$ cat config.mk
export PLATFORM = sky130hd
export DESIGN_NAME = irq_regbank
export DESIGN_NICKNAME = d
export VERILOG_FILES = /design/src/rtl/irq_regbank_pkg.sv /design/src/rtl/irq_sync.sv /design/src/rtl/irq_src_cell.sv /design/src/rtl/irq_regbank.sv
export SDC_FILE = /design/constraint.sdc
export NUM_CORES = 1
export LEC_CHECK = 0
export BUFFER_PORTS_ARGS = -buffer_cell sky130_fd_sc_hd__buf_2
export CORE_MARGIN = 2
export CORE_UTILIZATION = 40
export DETAILED_ROUTE_END_ITERATION = 7
export GPL_TIMING_DRIVEN = 0
export PLACE_DENSITY = 0.6
export SYNTH_ARGS = -nofsm -noshare
export SYNTH_HDL_FRONTEND = slang
export SYNTH_SLANG_ARGS = --single-unit
export TNS_END_PERCENT = 5
$ cat constraint.sdc
create_clock -name clk_i -period 4.1 [get_ports clk_i]
set_input_delay 0.41 -clock clk_i [delete_from_list [all_inputs] [get_ports clk_i]]
set_output_delay 0.41 -clock clk_i [all_outputs]
set_load 0.03 [all_outputs]
$ cat src/rtl/irq_regbank_pkg.sv
package irq_regbank_pkg;
  localparam int unsigned OFS_CFG   = 'h000;
  localparam int unsigned OFS_THR   = 'h00B;
  localparam int unsigned INFO_WORD = 'h001;  // addr >> 2 for the info word
  localparam int unsigned SRC_BASE  = 'h1000;

  typedef enum logic [1:0] {
    SEL_PEND = 2'd0,
    SEL_EN   = 2'd1,
    SEL_ATTR = 2'd2,
    SEL_CTL  = 2'd3
  } slot_sel_e;

  function automatic logic edge_mode(input logic [1:0] trig);
    return trig[0];
  endfunction
endpackage

$ cat src/rtl/irq_sync.sv
module irq_sync #(
  parameter int unsigned W = 32
) (
  input  logic         clk_i,
  input  logic         rst_ni,
  input  logic [W-1:0] d_i,
  output logic [W-1:0] q_o
);
  logic [W-1:0] s1_q, s2_q;

  always_ff @(posedge clk_i or negedge rst_ni) begin
    if (!rst_ni) begin
      s1_q <= '0;
      s2_q <= '0;
    end else begin
      s1_q <= d_i;
      s2_q <= s1_q;
    end
  end

  assign q_o = s2_q;
endmodule

$ cat src/rtl/irq_src_cell.sv
module irq_src_cell
  import irq_regbank_pkg::*;
#(
  parameter int unsigned CTL_BITS = 4
) (
  input  logic                clk_i,
  input  logic                rst_ni,
  input  logic                sync_i,
  input  logic                ack_i,
  input  logic                wr_pend_i,
  input  logic                wr_en_i,
  input  logic                wr_attr_i,
  input  logic                wr_ctl_i,
  input  logic                bit0_i,
  input  logic [2:0]          attr_wd_i,
  input  logic [CTL_BITS-1:0] ctl_wd_i,
  output logic                pend_o,
  output logic                en_o,
  output logic                shv_o,
  output logic [1:0]          trig_o,
  output logic [7:0]          ctl_o
);
  localparam int unsigned LOW_BITS = 8 - CTL_BITS;

  logic                pend_q, en_q, shv_q, prev_q;
  logic [1:0]          trig_q;
  logic [CTL_BITS-1:0] ctl_q;
  logic                edge_hit;

  // trig[1] picks polarity once trig[0] selects edge capture
  assign edge_hit = trig_q[1] ? (prev_q & ~sync_i) : (sync_i & ~prev_q);

  always_ff @(posedge clk_i or negedge rst_ni) begin
    if (!rst_ni) begin
      pend_q <= 1'b0;
      en_q   <= 1'b0;
      shv_q  <= 1'b0;
      trig_q <= 2'b00;
      ctl_q  <= '0;
      prev_q <= 1'b0;
    end else begin
      prev_q <= sync_i;
      if (wr_en_i)   en_q <= bit0_i;
      if (wr_attr_i) {trig_q, shv_q} <= attr_wd_i;
      if (wr_ctl_i)  ctl_q <= ctl_wd_i;
      if (!edge_mode(trig_q))  pend_q <= sync_i;
      else if (edge_hit)       pend_q <= 1'b1;
      else if (wr_pend_i)      pend_q <= bit0_i;
      else if (ack_i)          pend_q <= 1'b0;
    end
  end

  generate
    if (LOW_BITS > 0) begin : g_pad
      assign ctl_o = {ctl_q, {LOW_BITS{1'b1}}};
    end else begin : g_full
      assign ctl_o = ctl_q;
    end
  endgenerate

  assign pend_o = pend_q;
  assign en_o   = en_q;
  assign shv_o  = shv_q;
  assign trig_o = trig_q;

  p_edge_sticky_r7: assert property (@(posedge clk_i) disable iff (!rst_ni)
    (trig_q[0] && pend_q && !wr_pend_i && !ack_i) |=> pend_q);

  p_ack_clear_r10: assert property (@(posedge clk_i) disable iff (!rst_ni)
    (trig_q[0] && ack_i && !wr_pend_i && !edge_hit) |=> !pend_q);
endmodule

$ cat src/rtl/irq_regbank.sv
module irq_regbank
  import irq_regbank_pkg::*;
#(
  parameter int unsigned NUM_SRC  = 32,
  parameter int unsigned CTL_BITS = 4,
  parameter int unsigned ADDR_W   = 16,
  parameter logic [7:0]  VERSION  = 8'h21
) (
  input  logic                  clk_i,
  input  logic                  rst_ni,
  input  logic                  req_i,
  input  logic                  we_i,
  input  logic [ADDR_W-1:0]     addr_i,
  input  logic [7:0]            wdata_i,
  output logic [7:0]            rdata_o,
  input  logic [NUM_SRC-1:0]    irq_i,
  input  logic [NUM_SRC-1:0]    ack_i,
  output logic [NUM_SRC-1:0]    pend_o,
  output logic [NUM_SRC-1:0]    en_o,
  output logic [NUM_SRC-1:0]    shv_o,
  output logic [2*NUM_SRC-1:0]  trig_o,
  output logic [8*NUM_SRC-1:0]  ctl_o,
  output logic [3:0]            nlbits_o,
  output logic [7:0]            thresh_o
);
  localparam int unsigned IDX_W  = (NUM_SRC > 1) ? $clog2(NUM_SRC) : 1;
  localparam int unsigned SLOT_W = ADDR_W - 2;
  localparam logic [31:0] INFO_VAL =
    {7'd0, 4'(CTL_BITS), VERSION, 13'(NUM_SRC)};

  logic [NUM_SRC-1:0] sync;
  logic [3:0]         nlbits_q;
  logic [7:0]         thr_q;
  logic [7:0]         rd_mux;
  logic [ADDR_W-1:0]  src_ofs;
  logic [SLOT_W-1:0]  slot;
  logic [IDX_W-1:0]   idx;
  logic               src_hit, wr, rd, map_hit;
  slot_sel_e          sel;

  logic [7:0] ctl_arr  [NUM_SRC];
  logic [1:0] trig_arr [NUM_SRC];

  assign wr      = req_i && we_i;
  assign rd      = req_i && !we_i;
  assign src_ofs = addr_i - ADDR_W'(SRC_BASE);
  assign slot    = src_ofs[ADDR_W-1:2];
  assign idx     = slot[IDX_W-1:0];
  assign sel     = slot_sel_e'(src_ofs[1:0]);
  assign src_hit = (addr_i >= ADDR_W'(SRC_BASE)) && (slot < SLOT_W'(NUM_SRC));

  irq_sync #(.W(NUM_SRC)) i_sync (
    .clk_i  (clk_i),
    .rst_ni (rst_ni),
    .d_i    (irq_i),
    .q_o    (sync)
  );

  generate
    for (genvar i = 0; i < NUM_SRC; i++) begin : g_src
      logic hit_i;
      assign hit_i = wr && src_hit && (idx == IDX_W'(i));
      irq_src_cell #(.CTL_BITS(CTL_BITS)) i_cell (
        .clk_i     (clk_i),
        .rst_ni    (rst_ni),
        .sync_i    (sync[i]),
        .ack_i     (ack_i[i]),
        .wr_pend_i (hit_i && sel == SEL_PEND),
        .wr_en_i   (hit_i && sel == SEL_EN),
        .wr_attr_i (hit_i && sel == SEL_ATTR),
        .wr_ctl_i  (hit_i && sel == SEL_CTL),
        .bit0_i    (wdata_i[0]),
        .attr_wd_i (wdata_i[2:0]),
        .ctl_wd_i  (wdata_i[7 -: CTL_BITS]),
        .pend_o    (pend_o[i]),
        .en_o      (en_o[i]),
        .shv_o     (shv_o[i]),
        .trig_o    (trig_arr[i]),
        .ctl_o     (ctl_arr[i])
      );
      assign trig_o[2*i +: 2] = trig_arr[i];
      assign ctl_o[8*i +: 8]  = ctl_arr[i];
    end
  endgenerate

  always_ff @(posedge clk_i or negedge rst_ni) begin
    if (!rst_ni) begin
      nlbits_q <= '0;
      thr_q    <= '0;
    end else if (wr) begin
      if (addr_i == ADDR_W'(OFS_CFG)) nlbits_q <= wdata_i[4:1];
      if (addr_i == ADDR_W'(OFS_THR)) thr_q    <= wdata_i;
    end
  end

  always_comb begin
    rd_mux  = 8'h00;
    map_hit = 1'b1;
    if (addr_i == ADDR_W'(OFS_CFG)) begin
      rd_mux = {3'b000, nlbits_q, 1'b0};
    end else if (addr_i[ADDR_W-1:2] == SLOT_W'(INFO_WORD)) begin
      rd_mux = INFO_VAL[8*addr_i[1:0] +: 8];
    end else if (addr_i == ADDR_W'(OFS_THR)) begin
      rd_mux = thr_q;
    end else if (src_hit) begin
      unique case (sel)
        SEL_PEND: rd_mux = {7'd0, pend_o[idx]};
        SEL_EN:   rd_mux = {7'd0, en_o[idx]};
        SEL_ATTR: rd_mux = {5'd0, trig_arr[idx], shv_o[idx]};
        SEL_CTL:  rd_mux = ctl_arr[idx];
        default:  rd_mux = 8'h00;
      endcase
    end else begin
      map_hit = 1'b0;
    end
  end

  always_ff @(posedge clk_i or negedge rst_ni) begin
    if (!rst_ni)  rdata_o <= 8'h00;
    else if (rd)  rdata_o <= rd_mux;
  end

  assign nlbits_o = nlbits_q;
  assign thresh_o = thr_q;

  p_unmapped_zero_r11: assert property (@(posedge clk_i) disable iff (!rst_ni)
    (rd && !map_hit) |=> (rdata_o == 8'h00));

  p_cfg_reserved_r2: assert property (@(posedge clk_i) disable iff (!rst_ni)
    (rd && addr_i == ADDR_W'(OFS_CFG)) |=> (rdata_o[0] == 1'b0 && rdata_o[7:5] == 3'b000));

  p_rdata_hold_r12: assert property (@(posedge clk_i) disable iff (!rst_ni)
    !rd |=> $stable(rdata_o));
endmodule

# Word-level counts from Yosys, hierarchy flattened
# Index checks and enable logic that the tools add are counted.
# op_classes
addsub	1
n_mul	0
div	0
order_cmp	4
n_eq_ne	68
n_shift	1
n_mux	177
n_bitwise	129
n_reduce_logical	170
# op_table
op	n
1-bit logical AND	164
1-bit two-way mux	163
4-bit by 3-bit != test with 1-bit output (second input constant)	32
5-bit == test (second input constant)	16
1-bit bitwise AND	64
1-bit inverter	64
8-bit two-way mux	6
8-bit binary-select mux with 5-bit select	1
5-bit by 4-bit == test with 1-bit output (second input constant)	8
8-bit one-hot mux with 4 select lines	1
32-bit by 6-bit indexed part select with 8-bit output (first input constant)	1
5-bit by 3-bit == test with 1-bit output (second input constant)	4
16-bit by 4-bit == test with 1-bit output (second input constant)	1
16-bit by 13-bit >= comparator with 1-bit output (second input constant)	1
16-bit zero test	1
16-bit by 13-bit subtractor with 16-bit output (second input constant)	1
1-bit binary-select mux with 5-bit select	3
14-bit by 1-bit == test with 1-bit output (second input constant)	1
14-bit by 6-bit less-than comparator with 1-bit output (second input constant)	1
2-bit binary-select mux with 5-bit select	1
5-bit by 2-bit == test with 1-bit output (second input constant)	2
6-bit >= comparator (second input constant)	1
5-bit by 6-bit less-than comparator with 1-bit output (second input constant)	1
5-bit inverter with 6-bit output	1
other kinds (8)	11
# word_totals
ff_bits	404
latchBits	0
ram_bits	0
mem_bits_ro	0
inputBits	92
elab_cells	747
n_memories	0

# Logic depth before layout (Yosys ltp)
# logic_depth
word_depth	10
mapped_depth	9
mapped_depth_nobuf	5

# Cells and area by module
# Synthesis repeated with hierarchy kept, for this count alone.
# hier_totals
hier_cells	1515
area_unflattened_um2	19992.9
# by_module_without_submodules
mod	n_inst	cells_per_inst	area_each_um2	seq_area_each_um2
irq_src_cell	32	28	412.9	250.2
irq_regbank	1	555	5178.7	500.5
irq_sync	1	64	1601.5	1601.5

# Least setup slack after synthesis
# OpenSTA, ideal clock, no wires.
# synth_timing
path_kind	input to register
startpoint	in addr_i[2]
endpoint	reg rdata_o[7]
setup_ps	124
arrival_ps	2115
t_required_ps	3976
slack_ps	1861
cell_stages	7
path_cell_list	buf_4 buf_6 mux4_2 mux4_2 mux2i_1 nor3_1 a211o_1
# synth_between
elab_chain_cells	10
word_cells_on_any_way	16
classes_between	add/sub: 1; order compare: 2; eq/ne: 2; mux: 8; bitwise: 1; reduce/logical: 2
# synth_rtl
element	line_no	rtl
start, declared	irq_regbank.sv:13	input logic [ADDR_W-1:0] addr_i,
16-bit by 13-bit subtractor with 16-bit output	irq_regbank.sv:46	assign src_ofs = addr_i - ADDR_W'(SRC_BASE);
5-bit inverter with 6-bit output (not written as such)	irq_regbank.sv:110	SEL_CTL: rd_mux = ctl_arr[idx];
8-bit binary-select mux with 5-bit select	irq_regbank.sv:110	
8-bit two-way mux (not written as such) (2 in a row)	irq_regbank.sv:110	
8-bit one-hot mux with 4 select lines	irq_regbank.sv:106	unique case (sel)
8-bit two-way mux	irq_regbank.sv:105	end else if (src_hit) begin
8-bit two-way mux	irq_regbank.sv:103	end else if (addr_i == ADDR_W'(OFS_THR)) begin
8-bit two-way mux	irq_regbank.sv:101	end else if (addr_i[ADDR_W-1:2] == SLOT_W'(INFO_WORD)) begin
8-bit two-way mux *	irq_regbank.sv:99	if (addr_i == ADDR_W'(OFS_CFG)) begin
end signal, assigned	irq_regbank.sv:120	else if (rd) rdata_o <= rd_mux;
end, declared	irq_regbank.sv:15	output logic [7:0] rdata_o,
# Mark *: on every way between the ends. The rest lies on a longest branch, timed or not. The select of a mux whose other input is x is not followed.
# A chain may end at the register's enable or synchronous reset.

# Worst setup path in the final report
# layout_timing
startpoint	in addr_i[5]
endpoint	reg g_src[0].i_cell.ctl_q[1]
# layout_between
elab_chain_cells	6
word_cells_on_any_way	8
classes_between	add/sub: 1; order compare: 2; reduce/logical: 5
# layout_rtl
element	line_no	rtl
16-bit by 13-bit subtractor with 16-bit output	irq_regbank.sv:46	
14-bit by 6-bit less-than comparator with 1-bit output	irq_regbank.sv:50	assign src_hit = (addr_i >= ADDR_W'(SRC_BASE)) && (slot < SLOT_W'(NUM_SRC));
1-bit logical AND	irq_regbank.sv:50	
1-bit logical AND	irq_regbank.sv:62	assign hit_i = wr && src_hit && (idx == IDX_W'(i));
1-bit logical AND *	irq_regbank.sv:62	
1-bit logical AND *	irq_regbank.sv:71	.wr_ctl_i (hit_i && sel == SEL_CTL),
end signal, assigned	irq_src_cell.sv:45	if (wr_ctl_i) ctl_q <= ctl_wd_i;
end, declared	irq_src_cell.sv:27	logic [CTL_BITS-1:0] ctl_q;
# Mark *: on every way between the ends. The rest lies on a longest branch, timed or not.

==> results.md <==
- Pwr/cell area: 356 nW/um^2
- R2R Path End: rdata_o[2]
- Post-synth top area cell: dfrtp_1
- Power, Total: ~8.9 mW
- Worst path top cell family by delay: simple AND/OR/NAND/NOR gates
- Skew-Pair Late Insertion Delay: 0.61 ns
- # Max-Cap Violations: 0
- R2R Setup Slk: between 1.5 and 2 ns
- CP required: 4.58 ns
- Post-Route WL: 76,900 um
- Number of post-CTS setup repair buffers: 0
- Setup crit end: g_src[0].i_cell.ctl_q[1]
- DRC: 0
- Final worst slack: ~1.3 ns
- EDFF count, synth: 0
- Core Util, Final: 51.2%
- Ys async rst share: 100%
- Row count: 81
- Kind of end point of the critical path: register
- DR vias: roughly 16,000
- Crit Path Category: in -> reg
- Post-synthesis simple-gate area fraction: a little under a tenth
- Worst endpoint data arrival time: 3.31 ns
- Die width: about 230 um
- Achievable frequency: 352 MHz
- CTS tree: done
- Rel. slew slack: 16.0%
- Largest family of logic cells by synthesized area: multiplexers
- RSZ-0062 raised after global routing: false
- Pins Over Slew Limit: 0
- Nets: approximately 2,300
- 1st-iter DRT viols: 1,258
- Dpl hpwl: between 50,000 and 60,000 um
- Hold WS: between 0.06 and 0.07 ns
- Post-synthesis xor/xnor area fraction: 0%
- Least-Margin Pin Slew: 1.26 ns
- Most used DFF post-synth: dfrtp_1
- Post-route minimum period: 2.84 ns
- CTS root buf: clkbuf_16
- Post-Synthesis Cells: 1,608
- Vias per Instance: 5.35
- Post-Place Cells: 2,797
- Register bit total from synthesis: 404
- Area Overhead vs Synth: 25.8%
- Final cell count without fillers: between 2,000 and 3,000
- R2R depth: 5
- Slowest cell on the critical path: nor2_1
- Status: completed
- Yosys cell types: 57
- Final setup fails: 0
- Worst path cell trace: buf_2 > buf_2 > buf_2 > nor2_1 > nand2_1 > nor2_1 > mux2_2
- WL/cell: between 20 and 30 um
- Post-synthesis compound-gate area fraction: 4.47%
- Reg-to-reg startpoint: g_src[20].i_cell.trig_o[1]
- Mapped Area: 20,000 um^2
- Cells taking the most area after synthesis: dfrtp_1, mux2_2, buf_4
- Synth Area in Adders: 0%
- Yosys warns: 0
- Cell mode on critical path: buf_2
- Num Clock Sinks: 404
- Synth top area share: 50.7%
- Max Buffers Root-to-Sink: 3
- First-pass GRT wire length: 107,000 um
- Mux contribution to synthesized area: 25.0%
- Max H-tree Level: 2
- Mean post-synth cell area: 12.4 um^2
- Critical Path Stages: 7
- Setup crit start: addr_i[5]
- Share of post-route cells with drive strength above 1: 48.8%
- Buffers added on ports: 394
- Antenna violations before repair: 3
- Crit Path Max Fanout: 10
- Num CTS Buffers: 45
- WP buf/inv: 3
- Die area: 51,700 um^2
- Worst Skew: ~0.043 ns
- Clk pin slew, worst setup/hold paths: approximately 0.060 ns
- Routed Antenna Nets: 0
- Min-delay worst type: in -> reg
- Cell leakage power: 12.7 nW
- Peak supply drop: 316 uV
- GPL Wtd Cong: 0.941
- GRT overflow: 0
- Setup slack at placement: 0.717 ns
- FILL cells: about 4,400
- Core area: 49,100 um^2
- Pre-antenna DRT Iters: 6
- Die Height: 227 um
- Startpoint Class: input pin
- Number of global-route vias before repair: about 15,000
- Initial Util: 40.7%
- Ratio of final minimum period to clock period: 69.2%
- Largest net degree at the start of global routing: 112
- Final number of hold-violating endpoints: 0
- Gr usage total: 29.3%
- Slowest stage delay, CP: ~0.61 ns
- IO Pins: about 530
- Register area share after synthesis: 50.7%
synthesized netlist by cell type, types with 3 or more instances:
cell / count
a2111oi_0: 3
a211oi_1: 3
a21oi_1: 39
a22oi_1: 9
a32oi_1: 4
and3_1: 8
buf_2: 20
buf_4: 232
buf_6: 4
clkbuf_1: 39
dfrtp_1: 404
inv_1: 3
mux2_2: 275
mux2i_1: 30
mux4_2: 70
nand2_1: 103
nand2b_1: 23
nand3_1: 27
nand3b_1: 16
nand4_1: 5
nor2_1: 122
nor2b_1: 9
nor3_1: 13
nor3b_1: 13
nor4_1: 7
o211ai_1: 16
o21ai_0: 26
o22ai_1: 24
o31ai_1: 3
or3b_2: 23
cell families after synthesis:
| kind of cell | after synthesis |
|---|---|
| flip-flops | 404 |
| multiplexers | 377 |
| other | 1 |
| AO/OA/AOI/OAI | 142 |
| AND/OR/NAND/NOR | 384 |
| buffers and inverters | 300 |
layer usage:
layer	GRT usage (%)	up-vias	share of wire (%)
li1	-	6625	-
met5	0	-	0
met4	10.8	0	3.5
met2	45.9	783	46
met1	39.3	7995	42
met3	7.58	140	8.6
worst min-delay path, cell delays in order:
cell and delay, ns:
buf_2 0.07, nand2b_1 0.09, mux2i_1 0.06
where the power goes:
group / switching [mW] / internal (mW) / total [mW]
logic: 0.586 / 0.278 / 0.864
registers: 0.0466 / 4.05 / 4.10
clock network: 1.70 / 2.27 / 3.97
total: 2.33 / 6.60 / 8.93
state kept, by name (all words and copies together) (netlist names):
| signal | count |
|---|---|
| i_sync.q_o | 32 |
| g_src.i_cell.en_o | 32 |
| i_sync.s1_q | 32 |
| g_src.i_cell.pend_o | 32 |
| g_src.i_cell.prev_q | 32 |
| nlbits_o | 4 |
| thresh_o | 8 |
| rdata_o | 8 |
| g_src.i_cell.ctl_q | 128 |
| g_src.i_cell.trig_o | 64 |
| g_src.i_cell.shv_o | 32 |
metrics by stage:
stage / instance area [um^2] / TNS (ns)
2_1_floorplan: 20400 / 0
3_3_place_gp: 23200 / -2217.63
3_5_place_dp: 23400 / 0
4_1_cts: 25100 / 0
5_1_grt: 25100 / 0
6_report: 25100 / 0
layout make-up:
type | instances | area (um^2) | share of cell area [%]
Buffer | 295 | 2030 | 8.10
Clock inverter | 6 | 124 | 0.493
Sequential cell | 404 | 10100 | 40.3
Antenna cell | 5 | 12.5 | 0.0498
Tap cell | 664 | 831 | 3.31
Multi-Input combinational cell | 1031 | 8300 | 33.1
Clock buffer | 65 | 1270 | 5.06
Inverter | 5 | 18.8 | 0.0748
Timing Repair Buffer | 431 | 2400 | 9.57
timing repair:
action                                 in CTS  in global routing
hold buffers                               33                  0
endpoints found under the hold margin     132                  0
gates resized for setup                     0                  0
how the worst min path moves through the flow:
stage / from / end / slack [ns] / cells after the start
after global placement: i_sync.s1_q[23] / i_sync.q_o[23] / 0.33 / 0
after global routing: wdata_i[3] / thresh_o[3] / 0.07 / 2
after CTS: ack_i[30] / g_src[30].i_cell.pend_o / 0.05 / 3
after detailed placement: i_sync.s1_q[9] / i_sync.q_o[9] / 0.33 / 0
after floorplan: rst_ni / g_src[0].i_cell.ctl_q[0] / 0.11 / 0
final: ack_i[30] / g_src[30].i_cell.pend_o / 0.07 / 3
layout by cell type, fill, tap and decap left out, drive strengths merged, types with 3 or more instances in the layout:
master,netlist,layout
nand2,104,104
buf,256,654
a32oi,4,4
mux2i,30,30
nor3,13,13
a21oi,39,39
diode,0,5
nor2b,9,9
inv,4,6
o21ai,27,27
o211ai,16,16
dlygate4sd3,0,33
clkbuf,39,104
a2111oi,3,3
clkinv,1,3
nand3,27,27
nor3b,13,13
or3b,23,23
nand4,5,5
mux2,277,277
and3,8,8
nand3b,16,16
nor4,7,7
nor2,123,123
mux4,70,70
o22ai,24,24
a211oi,3,3
o31ai,3,3
nand2b,23,23
a22oi,9,9
conb,1,128
dfrtp,404,404
Note: power is estimated with default switching activity, not from simulation.
